==> config.mk <==
export PLATFORM = sky130hd
export DESIGN_NAME = wkup_timer
export DESIGN_NICKNAME = d
export VERILOG_FILES = /design/src/rtl/wkup_pkg.sv /design/src/rtl/wkup_tick_gen.sv /design/src/rtl/wkup_down_cnt.sv /design/src/rtl/wkup_out.sv /design/src/rtl/wkup_timer.sv
export SDC_FILE = /design/constraint.sdc
export NUM_CORES = 1
export LEC_CHECK = 0
export BUFFER_PORTS_ARGS = -buffer_cell sky130_fd_sc_hd__buf_2
export CAP_MARGIN = 25
export CORE_MARGIN = 1.5
export CORE_UTILIZATION = 30
export DETAILED_ROUTE_END_ITERATION = 7
export PLACE_DENSITY = 0.49
export RECOVER_POWER = 100
export SLEW_MARGIN = 20
export SYNTH_ARGS = -nofsm -noshare
export SYNTH_HDL_FRONTEND = slang
export SYNTH_HIERARCHICAL = 1
export SYNTH_SLANG_ARGS = --single-unit
==> constraint.sdc <==
create_clock -name clk_i -period 3.53 [get_ports clk_i]
set_input_delay 0.353 -clock clk_i [delete_from_list [all_inputs] [get_ports clk_i]]
set_output_delay 0.353 -clock clk_i [all_outputs]
set_load 0.01 [all_outputs]
==> src/rtl/wkup_pkg.sv <==
package wkup_pkg;
  localparam int unsigned RLD_W = 16;
  localparam int unsigned SEL_W = 3;
  localparam int unsigned PRE_W = 4;
  localparam int unsigned CNT_W = RLD_W + 1;

  localparam logic [1:0] OSEL_OFF   = 2'b00;
  localparam logic [1:0] OSEL_ALM_A = 2'b01;
  localparam logic [1:0] OSEL_ALM_B = 2'b10;
  localparam logic [1:0] OSEL_WAKE  = 2'b11;

  // sel[2]=1: calendar tick; sel[1] then picks extended load
  function automatic logic sel_is_sec(input logic [SEL_W-1:0] s);
    return s[2];
  endfunction

  function automatic logic sel_is_ext(input logic [SEL_W-1:0] s);
    return s[2] & s[1];
  endfunction
endpackage

==> src/rtl/wkup_tick_gen.sv <==
module wkup_tick_gen
  import wkup_pkg::*;
#(
  parameter int unsigned PW = PRE_W
) (
  input  logic             clk_i,
  input  logic             rst_ni,
  input  logic             run_i,
  input  logic             start_i,
  input  logic [SEL_W-1:0] sel_i,
  input  logic             sec_tick_i,
  output logic             tick_o
);
  logic [PW-1:0] pre_q;
  logic          tick_div;
  logic [2:0]    n_bits;

  always_ff @(posedge clk_i or negedge rst_ni) begin
    if (!rst_ni)      pre_q <= '0;
    else if (start_i) pre_q <= '0;
    else if (run_i)   pre_q <= pre_q + 1'b1;
  end

  // sel[1:0]=00 -> all PW bits (/16), 11 -> 1 bit (/2)
  always_comb begin
    n_bits   = 3'(PW) - {1'b0, sel_i[1:0]};
    tick_div = 1'b1;
    for (int i = 0; i < PW; i++) begin
      if (i < int'(n_bits)) tick_div = tick_div & pre_q[i];
    end
  end

  assign tick_o = sel_is_sec(sel_i) ? sec_tick_i : tick_div;
endmodule

==> src/rtl/wkup_down_cnt.sv <==
module wkup_down_cnt
  import wkup_pkg::*;
#(
  parameter int unsigned RW = RLD_W,
  localparam int unsigned CW = RW + 1
) (
  input  logic          clk_i,
  input  logic          rst_ni,
  input  logic          start_i,
  input  logic          run_i,
  input  logic          tick_i,
  input  logic          ext_i,
  input  logic [RW-1:0] reload_i,
  output logic          wrap_o,
  output logic [CW-1:0] cnt_o
);
  logic [CW-1:0] cnt_q;

  assign wrap_o = run_i & tick_i & (cnt_q == '0);

  always_ff @(posedge clk_i or negedge rst_ni) begin
    if (!rst_ni)            cnt_q <= '0;
    else if (start_i)       cnt_q <= {ext_i, reload_i};
    else if (wrap_o)        cnt_q <= {1'b0, reload_i};
    else if (run_i && tick_i) cnt_q <= cnt_q - 1'b1;
  end

  assign cnt_o = cnt_q;
endmodule

==> src/rtl/wkup_out.sv <==
module wkup_out
  import wkup_pkg::*;
(
  input  logic       clk_i,
  input  logic       rst_ni,
  input  logic       wrap_i,
  input  logic       flag_clr_i,
  input  logic       irq_en_i,
  input  logic [1:0] out_sel_i,
  input  logic       out_pol_i,
  input  logic       alarm_a_i,
  input  logic       alarm_b_i,
  output logic       flag_o,
  output logic       irq_o,
  output logic       pulse_o,
  output logic       pin_o
);
  logic flag_q, pulse_q, src;

  always_ff @(posedge clk_i or negedge rst_ni) begin
    if (!rst_ni) begin
      flag_q  <= 1'b0;
      pulse_q <= 1'b0;
    end else begin
      pulse_q <= wrap_i;
      if (wrap_i)          flag_q <= 1'b1;
      else if (flag_clr_i) flag_q <= 1'b0;
    end
  end

  always_comb begin
    unique case (out_sel_i)
      OSEL_WAKE:  src = pulse_q;
      OSEL_ALM_A: src = alarm_a_i;
      OSEL_ALM_B: src = alarm_b_i;
      default:    src = 1'b0;
    endcase
  end

  assign flag_o  = flag_q;
  assign irq_o   = flag_q & irq_en_i;
  assign pulse_o = pulse_q;
  assign pin_o   = src ^ out_pol_i;
endmodule

==> src/rtl/wkup_timer.sv <==
module wkup_timer
  import wkup_pkg::*;
#(
  parameter int unsigned RW = RLD_W,
  parameter int unsigned PW = PRE_W,
  localparam int unsigned CW = RW + 1
) (
  input  logic             clk_i,
  input  logic             rst_ni,
  input  logic             enable_i,
  input  logic             cfg_we_i,
  input  logic [RW-1:0]    cfg_reload_i,
  input  logic [SEL_W-1:0] cfg_sel_i,
  input  logic             sec_tick_i,
  input  logic             flag_clr_i,
  input  logic             irq_en_i,
  input  logic [1:0]       out_sel_i,
  input  logic             out_pol_i,
  input  logic             alarm_a_i,
  input  logic             alarm_b_i,
  output logic             wr_ok_o,
  output logic             flag_o,
  output logic             irq_o,
  output logic             wake_pin_o
);
  logic             run_q, wr_ok_q, start, tick, wrap, pulse;
  logic [RW-1:0]    reload_q;
  logic [SEL_W-1:0] sel_q;
  logic [CW-1:0]    cnt;

  assign start = enable_i & ~run_q;

  // two-stage handshake for the write-allowed status
  always_ff @(posedge clk_i or negedge rst_ni) begin
    if (!rst_ni) begin
      run_q   <= 1'b0;
      wr_ok_q <= 1'b1;
    end else begin
      run_q   <= enable_i;
      wr_ok_q <= ~run_q;
    end
  end

  always_ff @(posedge clk_i or negedge rst_ni) begin
    if (!rst_ni) begin
      reload_q <= '0;
      sel_q    <= '0;
    end else if (cfg_we_i && wr_ok_q && !enable_i) begin
      reload_q <= cfg_reload_i;
      sel_q    <= cfg_sel_i;
    end
  end

  wkup_tick_gen #(.PW(PW)) u_tick (
    .clk_i, .rst_ni, .run_i(run_q), .start_i(start), .sel_i(sel_q),
    .sec_tick_i, .tick_o(tick)
  );

  wkup_down_cnt #(.RW(RW)) u_cnt (
    .clk_i, .rst_ni, .start_i(start), .run_i(run_q), .tick_i(tick),
    .ext_i(sel_is_ext(sel_q)), .reload_i(reload_q), .wrap_o(wrap), .cnt_o(cnt)
  );

  wkup_out u_out (
    .clk_i, .rst_ni, .wrap_i(wrap), .flag_clr_i, .irq_en_i, .out_sel_i,
    .out_pol_i, .alarm_a_i, .alarm_b_i, .flag_o, .irq_o, .pulse_o(pulse),
    .pin_o(wake_pin_o)
  );

  assign wr_ok_o = wr_ok_q;
endmodule

==> run_summary.xml, run 1 <==
<?xml version="1.0" encoding="UTF-8"?>
<metrics>
  <group name="timing">
    <metric name="fin_setup_tns" unit="ns">0</metric>
    <metric name="setup-violations-final" unit="">0</metric>
    <metric name="min_period" unit="ns">2.496</metric>
    <metric name="worst_slew_pin_slew" unit="ns">1.450</metric>
    <metric name="unrepaired_setup_endpoints_after_global_routing" unit="">false</metric>
    <metric name="fmax" unit="MHz">400.7</metric>
    <metric name="timing.max_slew.rel_slack" unit="%">3.343</metric>
    <metric name="final.period_utilization" unit="%">70.69</metric>
    <metric name="finalHoldViolations" unit="">0</metric>
    <metric name="fin_worst_skew" unit="ns">0.006838</metric>
    <metric name="timing.final.max_slew_violations" unit="">0</metric>
  </group>
  <group name="setup_path">
    <metric name="worstReg2RegEnd" unit="">u_cnt/cnt_o[3]</metric>
    <metric name="crit_path_to" unit="">u_cnt/cnt_o[3]</metric>
    <metric name="crit_required" unit="ns">3.70</metric>
    <metric name="worst_path_max_delay_cell" unit="">dfrtp_1</metric>
    <metric name="reg2reg_depth" unit="">9</metric>
    <metric name="timing.critical_path.slowest_cell_delay" unit="ns">0.43</metric>
    <metric name="worst_setup_slack_for_register_to_register_paths" unit="ns">1.03</metric>
    <metric name="worst-setup-path-type" unit="">register to register</metric>
    <metric name="cp_cell_sequence" unit="">or3_1 &gt; o2111ai_1 &gt; a21oi_1 &gt; and2_0 &gt; nand3_1 &gt; or2_0 &gt; inv_1 &gt; nor4_1 &gt; nor3_1</metric>
    <metric name="critical_path.reg2reg.startpoint" unit="">sel_q[1]</metric>
    <metric name="end_kind" unit="">register</metric>
    <metric name="setup.worst_path.start_class" unit="">register</metric>
    <metric name="critPathLaunch" unit="">sel_q[1]</metric>
    <metric name="critical_path_peak_fanout" unit="">6</metric>
    <metric name="critical_path_at" unit="ns">2.67</metric>
  </group>
  <group name="floorplanning">
    <metric name="dieHeight" unit="um">92.18</metric>
    <metric name="die-area" unit="um^2">8497</metric>
    <metric name="core_area" unit="um^2">7727</metric>
    <metric name="die-width" unit="um">92.18</metric>
    <metric name="starting_utilization_of_the_core_area" unit="%">30.88</metric>
    <metric name="floorplan.rows" unit="">32</metric>
    <metric name="floorplan.io_pins" unit="">35</metric>
  </group>
  <group name="synth">
    <metric name="mappedNetlistNets" unit="">253</metric>
    <metric name="asyncSetResetFlopFracSynth" unit="%">100.0</metric>
    <metric name="netlist-cell-type-count" unit="">57</metric>
    <metric name="post-synth-top-count-cell" unit="">dfrtp_1</metric>
    <metric name="dominantRegCellSynth" unit="">dfrtp_1</metric>
    <metric name="post-synth-top-area-cell" unit="">dfrtp_1</metric>
    <metric name="fraction_of_synthesized_cell_area_in_xor_and_xnor_cells" unit="%">2.937</metric>
    <metric name="synth_largest_type_area_fraction" unit="%">45.10</metric>
    <metric name="post_synth_fa_ha_maj_area_fraction" unit="%">2.098</metric>
    <metric name="combinational_family_with_the_most_area_after_synthesis" unit="">simple AND/OR/NAND/NOR gates</metric>
    <metric name="instance_count_of_the_mapped_netlist" unit="">218</metric>
    <metric name="yosys-mux-area-fraction" unit="%">11.80</metric>
    <metric name="synth_simple_gate_area_share" unit="%">21.87</metric>
    <metric name="syn_area_per_cell" unit="um^2">10.95</metric>
    <metric name="synth-edff-count" unit="">0</metric>
    <metric name="synth_seq_cells" unit="">44</metric>
    <metric name="synth_compound_gate_area_share" unit="%">10.70</metric>
    <metric name="ys_top_cells_by_area" unit="">dfrtp_1 45%, mux2_4 6.3%, mux2_2 4.2%, nor2_1 3.3%, nand2_1 2.7%</metric>
    <metric name="ys_top_cells_by_count" unit="">43 x dfrtp_1, 21 x nor2_1, 17 x nand2_1, 10 x mux2_4</metric>
    <metric name="syn_area" unit="um^2">2386</metric>
    <metric name="yosysSeqAreaShare" unit="%">46.20</metric>
    <metric name="yosysWarningCount" unit="">6</metric>
  </group>
  <group name="clock_tree">
    <metric name="clock_transition_at_the_registers_of_the_reported_paths" unit="ns">0.08</metric>
    <metric name="tritoncts" unit="">yes</metric>
    <metric name="postcts_setup_bufs" unit="">0</metric>
    <metric name="clockRootBuffer" unit="">clkbuf_8</metric>
    <metric name="clock-sinks" unit="">44</metric>
    <metric name="numCtsBuffers" unit="">5</metric>
    <metric name="ctsHoldBuffers" unit="">0</metric>
    <metric name="cts_resized" unit="">0</metric>
    <metric name="cts-root-to-sink-buffers" unit="">2</metric>
    <metric name="total_number_of_h_tree_levels" unit="">2</metric>
    <metric name="worst_skew_late_latency" unit="ns">0.29</metric>
  </group>
  <group name="power">
    <metric name="ir_worst_vdd" unit="mV">0.2018</metric>
    <metric name="p_total" unit="W">0.001429</metric>
    <metric name="power.density" unit="nW/um^2">538.4</metric>
    <metric name="power.static_leakage" unit="nW">1.129</metric>
  </group>
  <group name="detailed_routing">
    <metric name="postRouteAntennaNets" unit="">0</metric>
    <metric name="drc" unit="">0</metric>
    <metric name="post_drt_via_cell_ratio" unit="">4.904</metric>
    <metric name="routed-via-count" unit="">1736</metric>
    <metric name="route.detailed.wl_per_inst" unit="um">14.33</metric>
    <metric name="detail_route.wirelength" unit="um">5072</metric>
    <metric name="firstDrtPassIters" unit="">4</metric>
    <metric name="drt_iter0_drc" unit="">79</metric>
  </group>
  <group name="finish">
    <metric name="area_delta_synth_final" unit="%">11.22</metric>
    <metric name="drive_gt1_share" unit="%">22.62</metric>
    <metric name="insertedDiodeCount" unit="">0</metric>
    <metric name="layout.area.seq" unit="um^2">1102</metric>
    <metric name="final-instance-count-excl-fill" unit="">354</metric>
    <metric name="filler_cell_count" unit="">808</metric>
    <metric name="final_nets" unit="">286</metric>
    <metric name="multi_input_comb_area" unit="um^2">1129</metric>
  </group>
  <group name="placed_design">
    <metric name="place.detailed.hpwl" unit="um">3615</metric>
    <metric name="place.detailed.instances" unit="">346</metric>
    <metric name="gpl.final_weighted_congestion" unit="">0.7532</metric>
    <metric name="port_buffers" unit="">34</metric>
  </group>
  <group name="global_route">
    <metric name="antenna_found_initial" unit="">0</metric>
    <metric name="first_global_vias" unit="">1722</metric>
    <metric name="largest_net_degree_at_the_start_of_global_routing" unit="">27</metric>
    <metric name="grt_use_total" unit="%">12.66</metric>
    <metric name="first_pass_grt_wire_length" unit="um">8459</metric>
    <metric name="overflow" unit="">0</metric>
  </group>
  <group name="job">
    <metric name="drv_cap" unit="">0</metric>
  </group>
  <group name="outcome">
    <metric name="status" unit="">complete, no violations</metric>
  </group>
  <group name="min_path">
    <metric name="holdCritPathClass" unit="">input port to async pin</metric>
  </group>
</metrics>
-- critical path, delay by kind of cell (launching register included) --
| kind | cells | cell delay [ns] |
|---|---|---|
| and+or+nand+nor | 6 | 1.51 |
| buffers and inverters | 1 | 0.20 |
| DFF | 1 | 0.43 |
| AOI/OAI and AO/OA | 2 | 0.23 |
-- power breakdown --
group | switching [W] | leakage [nW] | total [W] | internal, W
sequential | 0.000135 | 0.539 | 0.000749 | 0.000614
clock | 0.000162 | 0.0455 | 0.000321 | 0.000160
combinational | 0.000187 | 0.544 | 0.000358 | 0.000171
-- layout make-up --
type / instances / area share [%]
Multi-Input combinational cell: 156 / 42.53
Sequential cell: 44 / 41.54
Timing Repair Buffer: 36 / 6.601
Tap cell: 102 / 4.809
Clock buffer: 8 / 3.395
Inverter: 8 / 1.132
-- sequential cells by signal (all words and copies together) (netlist names) --
register       cells
run_q              1
sel_q              3
u_out/pulse_o      1
wr_ok_o            1
reload_q          16
u_cnt/cnt_o       17
u_tick/pre_q       4
u_out/flag_o       1
-- stage by stage --
stage / hold WS (ns) / util (%) / setup WS (ns) / cell area (um^2)
final: 0.2007 / 34.34 / 1.035 / 2654
after floorplan: 0.05741 / - / 1.459 / 2386
after global placement: 0.4786 / 33.86 / 1.310 / 2616
after detailed placement: 0.3320 / 34.12 / 1.164 / 2636
after global routing: 0.2080 / 34.34 / 0.8362 / 2654
after CTS: 0.01306 / 35.28 / 1.149 / 2726
-- cells by family after synthesis --
kind of cell,Yosys count
AOI/OAI and AO/OA,36
xor gates and xnor gates,8
adders and majority gates,4
buffers and inverters,18
DFF,44
muxes,22
and+or+nand+nor,86
-- how the worst min path moves through the flow --
stage                endpoint  slack, ns  depth (start not counted)
6_report          reload_q[6]       0.20                          1
5_1_grt                 run_q       0.21                          1
4_1_cts           reload_q[8]       0.01                          1
3_5_place_dp      reload_q[6]       0.33                          1
3_3_place_gp   u_cnt/cnt_o[2]       0.48                          2
2_1_floorplan     reload_q[0]       0.06                          0
-- layer usage --
metal / share of wire [%] / up-vias / global-route usage, %
li1: - / 848 / -
met5: 0 / - / 0
met2: 45 / 41 / 20.56
met4: 0.51 / 0 / 2.692
met3: 4.7 / 2 / 2.985
met1: 50 / 845 / 17.14
-- placed cells by master (no fill, tap or decap), drive strengths merged, types with 2 or more instances in the layout --
master and count:
dfrtp 43, buf 30, nor2 22, mux2 19
nand2 17, clkbuf 14, nor3 10, o21ai 10
nor4 9, inv 8, nand3 8, a21oi 6
xnor2 4, xor2 4, ha 4, a31oi 3
o22a 3, or3 3, mux2i 3, and2 3
or2 3, nor2b 2, o311ai 2, or4 2
and3 2, o22ai 2
No activity file was read; power rests on OpenSTA's default activity.
==> inputs of run 2 (changes only) <==
==> constraint.sdc (replaced) <==
create_clock -name clk_i -period 2.4 [get_ports clk_i]
set_input_delay 0.24 -clock clk_i [delete_from_list [all_inputs] [get_ports clk_i]]
set_output_delay 0.24 -clock clk_i [all_outputs]
set_load 0.01 [all_outputs]
==> run 2 against run 1 <==
Effect of this change: hold slack got worse by 0.11 ns; clock power rose by 50%; wire length rose by 2.8%; critical path depth did not move; global-route usage rose by 0.81 points; final cell count rose by 2.5%; critical path type unchanged; largest cell class unchanged; largest power group unchanged.
==> run_summary.xml, run 2 (same netlist as run 1, synthesis figures left out) <==
<?xml version="1.0" encoding="UTF-8"?>
<metrics>
  <group name="global_route">
    <metric name="first_pass_grt_wire_length" unit="um">8914</metric>
    <metric name="overflow" unit="">0</metric>
    <metric name="first_global_vias" unit="">1746</metric>
    <metric name="largest_net_degree_at_the_start_of_global_routing" unit="">45</metric>
    <metric name="antenna_found_initial" unit="">0</metric>
    <metric name="grt_use_total" unit="%">13.47</metric>
  </group>
  <group name="timing">
    <metric name="timing.max_slew.rel_slack" unit="%">26.67</metric>
    <metric name="final.period_utilization" unit="%">91.06</metric>
    <metric name="worst_hold_slack" unit="ns">0.09508</metric>
    <metric name="fmax" unit="MHz">457.6</metric>
    <metric name="fin_worst_skew" unit="ns">0.004788</metric>
    <metric name="setup-violations-final" unit="">0</metric>
    <metric name="fin_setup_tns" unit="ns">0</metric>
    <metric name="unrepaired_setup_endpoints_after_global_routing" unit="">false</metric>
    <metric name="min_period" unit="ns">2.185</metric>
    <metric name="finalHoldViolations" unit="">0</metric>
    <metric name="setup_slack" unit="ns">0.2145</metric>
    <metric name="worst_slew_pin_slew" unit="ns">1.100</metric>
    <metric name="timing.final.max_slew_violations" unit="">0</metric>
  </group>
  <group name="floorplanning">
    <metric name="die-area" unit="um^2">8497</metric>
    <metric name="starting_utilization_of_the_core_area" unit="%">30.88</metric>
    <metric name="floorplan.io_pins" unit="">35</metric>
    <metric name="floorplan.rows" unit="">32</metric>
    <metric name="dieHeight" unit="um">92.18</metric>
    <metric name="core_area" unit="um^2">7727</metric>
    <metric name="die-width" unit="um">92.18</metric>
  </group>
  <group name="job">
    <metric name="drv_cap" unit="">0</metric>
  </group>
  <group name="power">
    <metric name="ir_worst_vdd" unit="mV">0.2533</metric>
    <metric name="power.static_leakage" unit="nW">1.167</metric>
    <metric name="p_total" unit="W">0.002132</metric>
    <metric name="power.density" unit="nW/um^2">788.1</metric>
  </group>
  <group name="clock_tree">
    <metric name="total_number_of_h_tree_levels" unit="">2</metric>
    <metric name="cts-root-to-sink-buffers" unit="">2</metric>
    <metric name="clock_transition_at_the_registers_of_the_reported_paths" unit="ns">0.08</metric>
    <metric name="clockRootBuffer" unit="">clkbuf_8</metric>
    <metric name="tritoncts" unit="">yes</metric>
    <metric name="clock-sinks" unit="">44</metric>
    <metric name="numCtsBuffers" unit="">5</metric>
    <metric name="worst_skew_late_latency" unit="ns">0.30</metric>
  </group>
  <group name="detailed_routing">
    <metric name="routed-via-count" unit="">1795</metric>
    <metric name="wl_met1" unit="um">2583</metric>
    <metric name="detail_route.wirelength" unit="um">5213</metric>
    <metric name="post_drt_via_cell_ratio" unit="">4.945</metric>
    <metric name="route.detailed.wl_per_inst" unit="um">14.36</metric>
    <metric name="dr_wl_met2" unit="um">2321</metric>
    <metric name="route.met3.wl" unit="um">232</metric>
    <metric name="postRouteAntennaNets" unit="">0</metric>
    <metric name="drc" unit="">0</metric>
    <metric name="maxUsedRoutingLayer" unit="">met4</metric>
    <metric name="drt_iter0_drc" unit="">104</metric>
    <metric name="firstDrtPassIters" unit="">4</metric>
  </group>
  <group name="setup_path">
    <metric name="crit_required" unit="ns">2.60</metric>
    <metric name="worst-setup-path-type" unit="">register to register</metric>
    <metric name="critical_path_at" unit="ns">2.38</metric>
    <metric name="critical_path_peak_fanout" unit="">8</metric>
    <metric name="setup.worst_path.start_class" unit="">register</metric>
    <metric name="end_kind" unit="">register</metric>
  </group>
  <group name="placed_design">
    <metric name="place.detailed.hpwl" unit="um">3705</metric>
    <metric name="gpl.final_weighted_congestion" unit="">0.7891</metric>
    <metric name="place.detailed.instances" unit="">351</metric>
    <metric name="port_buffers" unit="">34</metric>
    <metric name="pre_cts_setup_slack" unit="ns">0.1563</metric>
  </group>
  <group name="finish">
    <metric name="largest_register_ff_count" unit="">17</metric>
    <metric name="final-instance-count-excl-fill" unit="">363</metric>
    <metric name="area_delta_synth_final" unit="%">13.37</metric>
    <metric name="layout_commonest_cell" unit="">dfrtp_1</metric>
    <metric name="drive_gt1_share" unit="%">25.67</metric>
    <metric name="insertedDiodeCount" unit="">0</metric>
    <metric name="layout.cells.most_common_list" unit="">43 x dfrtp_1, 30 x buf_2, 21 x nor2_1</metric>
    <metric name="filler_cell_count" unit="">816</metric>
    <metric name="final_nets" unit="">295</metric>
  </group>
  <group name="min_path">
    <metric name="holdCritPathClass" unit="">input port to register</metric>
  </group>
  <group name="outcome">
    <metric name="status" unit="">complete, no violations</metric>
  </group>
</metrics>
## run 2: worst paths after layout
path                              from              end  slack, ns  depth (start not counted)
max                           sel_q[1]  u_cnt/cnt_o[12]       0.21                          9
min                           enable_i            run_q        0.1                          1
max reg2reg                   sel_q[1]  u_cnt/cnt_o[12]       0.21                          9
min reg2reg                reload_q[2]   u_cnt/cnt_o[2]       0.49                          2
max in group asynchronous       rst_ni   u_cnt/cnt_o[1]       1.51                          2
min in group asynchronous       rst_ni      reload_q[4]       0.22                          2
## run 2: timing repair
| item | in CTS | in global routing |
|---|---|---|
| hold endpoints to repair | 0 | 0 |
| endpoints found under the setup margin | 0 | 2 |
| resized for setup | 0 | 0 |
| hold buffers | 0 | 0 |
| buffers inserted | 0 | 4 |
## run 2: critical path, cell delays in order (launching register included)
cell,delay (ns)
dfrtp_1,0.43
or3_1,0.36
o2111ai_1,0.11
a21oi_1,0.13
and2_1,0.17
nand3_1,0.16
o21ai_4,0.12
clkbuf_1,0.14
or3_1,0.33
and3_1,0.14
## run 2: power breakdown
group          switching, W  internal, W
sequential         0.000198     0.000903
combinational      0.000281     0.000268
clock              0.000247     0.000235
## run 2: layer usage
layer  vias up  global-route usage (%)
li1        872                       -
met4         0                   4.231
met3         8                   2.736
met1       868                   18.69
met5         -                       0
met2        47                   20.99
## run 2: stage by stage
stage          utilization [%]  area [um^2]
2_1_floorplan                -         2386
3_3_place_gp             34.44         2661
3_5_place_dp             34.44         2661
4_1_cts                  35.61         2751
5_1_grt                  35.01         2705
6_report                 35.01         2705
## run 2: final cells by class
cell class / count / area [um^2] / area share (%)
Clock buffer: 8 / 90.09 / 3.330
Inverter: 8 / 30.03 / 1.110
Sequential cell: 44 / 1102 / 40.75
Tap cell: 102 / 127.6 / 4.718
Timing Repair Buffer: 45 / 235.2 / 8.696
Multi-Input combinational cell: 156 / 1120 / 41.40
